[src/rtl/timer_pwm8_pkg.sv]
package timer_pwm8_pkg;
  localparam int RATE_W = 3;
  localparam int NRATE  = 1 << RATE_W;
  localparam int MODE_W = 8;

  typedef struct packed {
    logic              run;
    logic [RATE_W-1:0] rate;
    logic              ext;
    logic              aload;
    logic              sqw;
    logic              pwm;
  } mode_t;
endpackage

[src/rtl/tc_step_sel.sv]
module tc_step_sel
  import timer_pwm8_pkg::*;
#(
  parameter int SYNC_N = 2
) (
  input  logic              clk,
  input  logic              rst,
  input  logic [NRATE-1:0]  rate_tick_i,
  input  logic [RATE_W-1:0] rate_sel_i,
  input  logic              ext_sel_i,
  input  logic              ext_clk_i,
  output logic              step_o
);
  logic [SYNC_N-1:0] sync_q;
  logic              prev_q;

  generate
    for (genvar s = 0; s < SYNC_N; s++) begin : g_sync
      always_ff @(posedge clk) begin
        if (rst) sync_q[s] <= 1'b0;
        else if (s == 0) sync_q[s] <= ext_clk_i;
        else sync_q[s] <= sync_q[(s == 0) ? 0 : s-1];
      end
    end
  endgenerate

  always_ff @(posedge clk) begin
    if (rst) prev_q <= 1'b0;
    else     prev_q <= sync_q[SYNC_N-1];
  end

  always_comb begin
    if (ext_sel_i) step_o = sync_q[SYNC_N-1] & ~prev_q;
    else           step_o = rate_tick_i[rate_sel_i];
  end
endmodule

[src/rtl/tc_count_core.sv]
module tc_count_core #(
  parameter int W = 8
) (
  input  logic         clk,
  input  logic         rst,
  input  logic         en_i,
  input  logic         step_i,
  input  logic         pwm_i,
  input  logic         aload_i,
  input  logic         sqw_i,
  input  logic [1:0]   per_sel_i,
  input  logic         cnt_wr_i,
  input  logic [W-1:0] cnt_wdata_i,
  input  logic [W-1:0] rld_i,
  input  logic         irq_clr_i,
  output logic [W-1:0] cnt_o,
  output logic [W-1:0] cnt_nxt_o,
  output logic         bnd_o,
  output logic         tog_o,
  output logic         irq_o
);
  localparam logic [W-1:0] ALL1 = '1;

  logic [W-1:0] cnt_q;
  logic [W-1:0] mask;
  logic         adv;
  logic         at_end;

  always_comb begin
    case (per_sel_i)
      2'b00:   mask = ALL1;
      2'b01:   mask = ALL1 >> 2;
      2'b10:   mask = ALL1 >> 3;
      default: mask = ALL1 >> 4;
    endcase
    adv    = en_i & step_i;
    at_end = pwm_i ? ((cnt_q & mask) == mask) : (cnt_q == ALL1);
    bnd_o  = adv & at_end;

    cnt_nxt_o = cnt_q;
    if (!en_i && cnt_wr_i)        cnt_nxt_o = cnt_wdata_i;
    else if (bnd_o)               cnt_nxt_o = (!pwm_i && aload_i) ? rld_i : '0;
    else if (adv)                 cnt_nxt_o = cnt_q + 1'b1;
  end

  always_ff @(posedge clk) begin
    if (rst) begin
      cnt_q <= '0;
      irq_o <= 1'b0;
      tog_o <= 1'b0;
    end else begin
      cnt_q <= cnt_nxt_o;
      if (bnd_o)          irq_o <= 1'b1;
      else if (irq_clr_i) irq_o <= 1'b0;
      if (bnd_o && !pwm_i && sqw_i) tog_o <= ~tog_o;
    end
  end

  assign cnt_o = cnt_q;
endmodule

[src/rtl/tc_pwm_unit.sv]
module tc_pwm_unit #(
  parameter int W = 8
) (
  input  logic         clk,
  input  logic         rst,
  input  logic         en_i,
  input  logic         pwm_i,
  input  logic         bnd_i,
  input  logic         rld_wr_i,
  input  logic [W-1:0] rld_wdata_i,
  input  logic [W-1:0] cnt_nxt_i,
  output logic [W-1:0] pend_o,
  output logic         pwm_o
);
  logic [W-1:0] pend_q;
  logic [W-1:0] act_q;
  logic [W-1:0] act_nxt;

  always_comb begin
    act_nxt = act_q;
    if (!en_i && rld_wr_i) act_nxt = rld_wdata_i;
    else if (bnd_i)        act_nxt = pend_q;
  end

  always_ff @(posedge clk) begin
    if (rst) begin
      pend_q <= '0;
      act_q  <= '0;
      pwm_o  <= 1'b0;
    end else begin
      if (rld_wr_i) pend_q <= rld_wdata_i;
      act_q <= act_nxt;
      if (en_i) pwm_o <= pwm_i && (cnt_nxt_i < act_nxt);
    end
  end

  assign pend_o = pend_q;
endmodule

[src/rtl/timer_pwm8.sv]
module timer_pwm8
  import timer_pwm8_pkg::*;
#(
  parameter int W      = 8,
  parameter int SYNC_N = 2
) (
  input  logic              clk,
  input  logic              rst,
  input  logic [MODE_W-1:0] mode_i,
  input  logic [NRATE-1:0]  rate_tick_i,
  input  logic              ext_clk_i,
  input  logic              cnt_wr_i,
  input  logic [W-1:0]      cnt_wdata_i,
  input  logic              rld_wr_i,
  input  logic [W-1:0]      rld_wdata_i,
  input  logic              irq_clr_i,
  output logic [W-1:0]      cnt_o,
  output logic              irq_o,
  output logic              tog_o,
  output logic              pwm_o
);
  mode_t        m;
  logic         step;
  logic         bnd;
  logic [W-1:0] cnt_nxt;
  logic [W-1:0] pend;

  assign m = mode_t'(mode_i);

  tc_step_sel #(.SYNC_N(SYNC_N)) u_step (
    .clk(clk), .rst(rst), .rate_tick_i(rate_tick_i), .rate_sel_i(m.rate),
    .ext_sel_i(m.ext), .ext_clk_i(ext_clk_i), .step_o(step)
  );

  tc_count_core #(.W(W)) u_core (
    .clk(clk), .rst(rst), .en_i(m.run), .step_i(step), .pwm_i(m.pwm),
    .aload_i(m.aload), .sqw_i(m.sqw), .per_sel_i({m.aload, m.sqw}),
    .cnt_wr_i(cnt_wr_i), .cnt_wdata_i(cnt_wdata_i), .rld_i(pend),
    .irq_clr_i(irq_clr_i), .cnt_o(cnt_o), .cnt_nxt_o(cnt_nxt), .bnd_o(bnd),
    .tog_o(tog_o), .irq_o(irq_o)
  );

  tc_pwm_unit #(.W(W)) u_pwm (
    .clk(clk), .rst(rst), .en_i(m.run), .pwm_i(m.pwm), .bnd_i(bnd),
    .rld_wr_i(rld_wr_i), .rld_wdata_i(rld_wdata_i), .cnt_nxt_i(cnt_nxt),
    .pend_o(pend), .pwm_o(pwm_o)
  );
endmodule

[config.mk]
export PLATFORM = sky130hd
export DESIGN_NAME = timer_pwm8
export DESIGN_NICKNAME = d
export VERILOG_FILES = /design/src/rtl/timer_pwm8_pkg.sv /design/src/rtl/tc_step_sel.sv /design/src/rtl/tc_count_core.sv /design/src/rtl/tc_pwm_unit.sv /design/src/rtl/timer_pwm8.sv
export SDC_FILE = /design/constraint.sdc
export NUM_CORES = 1
export LEC_CHECK = 0
export BUFFER_PORTS_ARGS = -buffer_cell sky130_fd_sc_hd__buf_2
export CORE_MARGIN = 3
export CORE_UTILIZATION = 57
export CTS_BUF_LIST = sky130_fd_sc_hd__clkbuf_8 sky130_fd_sc_hd__clkbuf_16
export DETAILED_ROUTE_END_ITERATION = 7
export GPL_ROUTABILITY_DRIVEN = 1
export MAX_ROUTING_LAYER = met4
export PLACE_DENSITY = 0.84
export SYNTH_ARGS = -nofsm -noshare
export SYNTH_HDL_FRONTEND = slang
export SYNTH_SLANG_ARGS = --single-unit
export TNS_END_PERCENT = 20
[constraint.sdc]
create_clock -name clk -period 7.2 [get_ports clk]
set_input_delay 0.72 -clock clk [delete_from_list [all_inputs] [get_ports clk]]
set_output_delay 0.72 -clock clk [all_outputs]
set_load 0.02 [all_outputs]
After elaboration in Yosys (flattened, before gate mapping) --
Index checks and enable logic that the tools add are counted.
Word-level totals: register bits 30, input port bits 38
Operators by class: eq/ne operators 4, muxes and demuxes 13, $lt $le $gt $ge 2, bitwise operators 6, reductions and logical operators 10, add/subtract/negate cells 1
Operators with widths (count):
- $mux W8 | 6
- $pmux W8 S3 | 1
- $add A8 B1 Y8 const B | 1
- $and A8 B8 Y8 | 1
- $eq A8 B8 Y1 | 1
- $eq A8 B8 Y1 const B | 1
- $lt A8 B8 Y1 | 1
- $logic_and A1 B1 Y1 | 6
- $mux W1 | 5
- $lt A3 B4 Y1 const B | 1
- $and A1 B1 Y1 | 3
- $bmux W1 S3 | 1
- $eq A2 B1 Y1 const B | 1
- $eq A2 B2 Y1 const B | 1
- $logic_not A1 Y1 | 2
- $logic_not A2 Y1 | 1
- $not A1 Y1 | 2
- $reduce_bool A2 Y1 | 1

Logic depth before layout (Yosys ltp) --
word-level depth 10, gate-level depth with buffers 15, gate-level depth less buffers 13

Hierarchy --
A second synthesis with hierarchy kept.
Unflattened totals: cells, all modules 215, area, all modules 1851.8 µm²
By module, submodules not included:
- tc_pwm_unit | instances 1, seq. area each 340.3 µm², area an instance 862.1 µm², cells an instance 94
- tc_count_core | instances 1, seq. area each 200.2 µm², area an instance 833.3 µm², cells an instance 107
- tc_step_sel | instances 1, seq. area each 60.1 µm², area an instance 156.4 µm², cells an instance 14

Worst setup path before layout --
No wires, ideal clock.
kind in2reg, start point in mode_i[0], end point reg u_pwm.pwm_o, library setup time 0.087 ns, stages 14, path buffers 1, slack 3.653 ns, data arrival time 3.460 ns, path through buf_2 > o21ai_1 > a211oi_4 > and2_4 > nand3_4 > mux2i_1 > a21o_1 > ha_1 > a21o_1 > a21oi_1 > o2111ai_1 > a2111oi_0 > o311ai_0 > o31ai_1
Between the ends: cells in the longest elaborated chain, start to end 7, elaborated cells on any way between the ends 11, those cells by class 1 x order compare; 6 x mux; 1 x bitwise; 3 x reduce/logical
RTL lines:
- start: declaration | RTL line timer_pwm8.sv:9 | input logic [MODE_W-1:0] mode_i,
- $logic_not A1 Y1 | RTL line tc_count_core.sv:42 | else if (bnd_o) cnt_nxt_o = (!pwm_i && aload_i) ? rld_i : '0;
- $logic_and A1 B1 Y1 | RTL line tc_count_core.sv:42
- $mux W8 (2 in series) | RTL line tc_count_core.sv:42
- $mux W8 | RTL line tc_count_core.sv:41 | if (!en_i && cnt_wr_i) cnt_nxt_o = cnt_wdata_i;
- $lt A8 B8 Y1 | RTL line tc_pwm_unit.sv:33 | if (en_i) pwm_o <= pwm_i && (cnt_nxt_i < act_nxt);
- $logic_and A1 B1 Y1 * | RTL line tc_pwm_unit.sv:33
- end signal: assignment | RTL line tc_pwm_unit.sv:33
- end: declaration | RTL line tc_pwm_unit.sv:13 | output logic pwm_o
Mark *: on every way between the ends. The rest lies on a longest branch, timed or not. A chain may end at the register's enable or synchronous reset.

Worst setup path after layout --
Ends and elaborated chain as after synthesis.

==> results.md <==
- Final period util: 50.1%
- CP max stage cell: a211oi_4
- Register bit total from synthesis: 30
- Initial DRC Count: 145
- Die height: 64.7 µm
- Skew final: 4.41 ps
- Area Growth Syn to Fin: 16.8%
- Non-filler instance count after layout: 313
- Final setup vio count: 0
- Setup repair bufs after CTS: 0
- GRT met2 Usage: 37.2%
- Crit path buf inv count: 1
- Setup slack after layout: 3590 ps
- RSZ-0062 raised after global routing: false
- Worst hold slack: 439 ps
- Slew margin rel.: 45.0%
- DP HPWL: 3510 µm
- Tot Pwr: 0.412 mW
- CP max FO: 9
- Top FF cell, synth: dfxtp_1
- Vias in the first global route: 1702
- Root buffer cell: clkbuf_8
- Fraction of layout cells with a size suffix above 1: 26.4%
- DRC Markers: 0
- Hold Path Sink: u_step.sync_q[1]
- Htree depth: 2
- Total grt overflow: 0
- Status: finished, final reports clean
- Hold Crit Class: reg2reg
- WL/cell: 14.9 µm
- Area occupied by multi-input gates: 1280 µm²
- Post-Place Cells: 305
- Clk slew on worst S/H paths: 60 ps
- Row count: 20
- Clock sinks: 30
- Setup TNS: 0 ps
- NumNets Final: 314
- Max VDD drop: 0.163 mV
- Pre-antenna DRT Iters: 4
- ANT cells: 0
- Antenna violations before repair: 0
- Cell variety after synth: 56
- DRT antenna net count: 0
- Vias per cell: 5.95
- Hold path cells: 1
- Tot GR Track Use: 24.4%
- Placer Congestion: 0.944
- Leak: 1.05 nW
- # Max-Cap Violations: 0
- Syn Inst Count: 226
- FF-to-FF End: u_pwm.pwm_o
- Pre-CTS setup slack: 3330 ps
- Post-Syn Nets: 272
- Max incr delay on CP: 390 ps
- Area after DPL: 2200 µm²
- Layout fillers: 267
- Mapped cell area: 1960 µm²
- Worst Path Arrival: 3810 ps
- Crit-path cells: buf_2 > o21ai_1 > a211oi_4 > and2_4 > nand3_4 > mux2i_1 > a21o_1 > ha_1 > a21o_1 > a21oi_1 > o2111ai_1 > a2111oi_0 > o311ai_0 > o31ai_1
- Cell mode on critical path: a21o_1
- Post-route cell area: 2290 µm²
- M1 GR Usage: 31.1%
- Max frequency: 0.277 GHz
- Worst R2R Path Depth: 13
- Data required time at the worst endpoint: 7410 ps
- DIE WIDTH: 64.7 µm
- Core Region: 3180 µm²
- Inserted Clock Buffers: 5
- Crit path launch type: primary input
- Hold-fix buffers, CTS: 0
- Reg-to-reg slack, setup: 3710 ps
- Total wire length: 4660 µm
- Sequential area share after synthesis: 30.6%
- Synth async-reset ratio: 0%
- Syn avg cell area: 8.69 µm²
- CP Capture Type: flop
- Storage element area: 601 µm²
- Pwr dens: 180 nW/µm²
- Cells resized by post-CTS repair: 0
- Vias: 1862
- Clk Latency, worst-skew pair: 290 ps
- Final hold viol count: 0
- Initial Utilization: 61.8%
- DIE AREA: 4190 µm²
- Final worst path period need: 3610 ps
- First-pass GRT wire length: 7730 µm
- Slew Limit Fails: 0
- Yosys warns: 0
- Tightest Pin Transition: 826 ps
- Critical path class: in2reg
- Reg2reg start: u_core.cnt_o[0]
- Largest net degree at the start of global routing: 33
- Max Root-Sink Buffers: 2
- Hold_sp: u_step.sync_q[0]
- Largest delay share family, worst path: compound AO/OA/AOI/OAI gates
- Met3 usage: 7.11%
- Num ports: 49
- CTS tree: built
- Number of flops mapped to enable cells by yosys: 0
- Core Util, Final: 72.2%
- IO buf count: 48
- GR peak layer: met2
## flip-flops by register name, summed over array words and instances, names as in the netlist
| name | flops |
|---|---|
| u_core.cnt_o | 8 |
| u_core.tog_o | 1 |
| u_pwm.pend_o | 8 |
| u_core.irq_o | 1 |
| u_step.sync_q | 2 |
| u_pwm.pwm_o | 1 |
| u_step.prev_q | 1 |
| u_pwm.act_q | 8 |
## power by group
group	leakage, nW	total, mW	switching (mW)	internal [mW]
logic	0.751	0.0879	0.0495	0.0383
registers	0.247	0.185	0.00917	0.176
clock network	0.0524	0.139	0.0635	0.0755
## cell families (layout without fill, tap and decap cells)
family	after synthesis	in the layout	share of synthesized area, %
DFF	30	30	30.6
muxes	21	21	10.7
xor gates and xnor gates	1	1	0.446
buffers and inverters	19	62	4.27
adders and majority gates	8	8	5.10
and+or+nand+nor	79	79	20.9
AOI/OAI and AO/OA	68	68	28.0
## worst max-delay path by stage
stage / from / endpoint / depth (start not counted)
2_1_floorplan: mode_i[0] / u_pwm.pwm_o / 14
3_3_place_gp: mode_i[0] / u_pwm.pwm_o / 14
3_5_place_dp: mode_i[0] / u_pwm.pwm_o / 14
4_1_cts: mode_i[0] / u_pwm.pwm_o / 14
5_1_grt: mode_i[0] / u_pwm.pwm_o / 14
6_report: mode_i[0] / u_pwm.pwm_o / 14
## cells in the final DEF (no fill, tap or decap), types with 7 or more instances in the layout
master	netlist	final
ha_1	8	8
nor2_1	28	28
mux2i_1	21	21
a211oi_1	10	10
dfxtp_1	30	30
buf_2	4	48
nand3_1	7	7
a21o_1	9	9
nand2_1	13	13
a21oi_1	9	9
nor2b_1	7	7
## cells in the mapped netlist, types with 2 or more instances
library cell,count,share of area [%]
dfxtp_1,30,31
nor2_1,28,5.4
mux2i_1,21,11
nand2_1,13,2.5
a211oi_1,10,3.8
a21o_1,9,3.4
a21oi_1,9,2.3
clkbuf_1,8,1.5
ha_1,8,5.1
nand3_1,7,1.8
nor2b_1,7,2.2
inv_1,5,0.96
o21ai_0,5,1.3
buf_2,4,1.0
nand2b_1,4,1.3
a41oi_1,3,1.3
nand3b_1,3,1.1
nand4_1,3,0.96
nor3_1,3,0.76
a22o_1,2,0.89
a22oi_1,2,0.76
a311oi_2,2,1.5
a31o_2,2,0.89
and2_1,2,0.64
and3_1,2,0.64
o2111ai_1,2,0.89
o21a_1,2,0.76
o31ai_1,2,0.76
## metal layers
layer / vias to the layer above / wire [µm]
met4: 0 / 93
met1: 844 / 2060
met5: - / 0
met3: 11 / 349
met2: 79 / 2150
li1: 928 / -
## area by class of cell
class	instances	area share, %
clock inverters	2	0.382
clock buffers	6	3.60
flip-flops and latches	30	26.2
repair buffers	49	10.8
inverters	5	0.818
multi-input cells	177	55.8
well taps	44	2.40
## worst reg2reg max path, stage by stage, from the launching register on
cell and delay [ps]:
dfxtp_1 450, ha_1 230, and3_1 340, and2_4 240, nand3_4 170, mux2i_1 200
a21o_1 190, ha_1 300, a21o_1 180, a21oi_1 130, o2111ai_1 170, a2111oi_0 390
o311ai_0 210, o31ai_1 210
No activity file was read; power rests on OpenSTA's default activity.
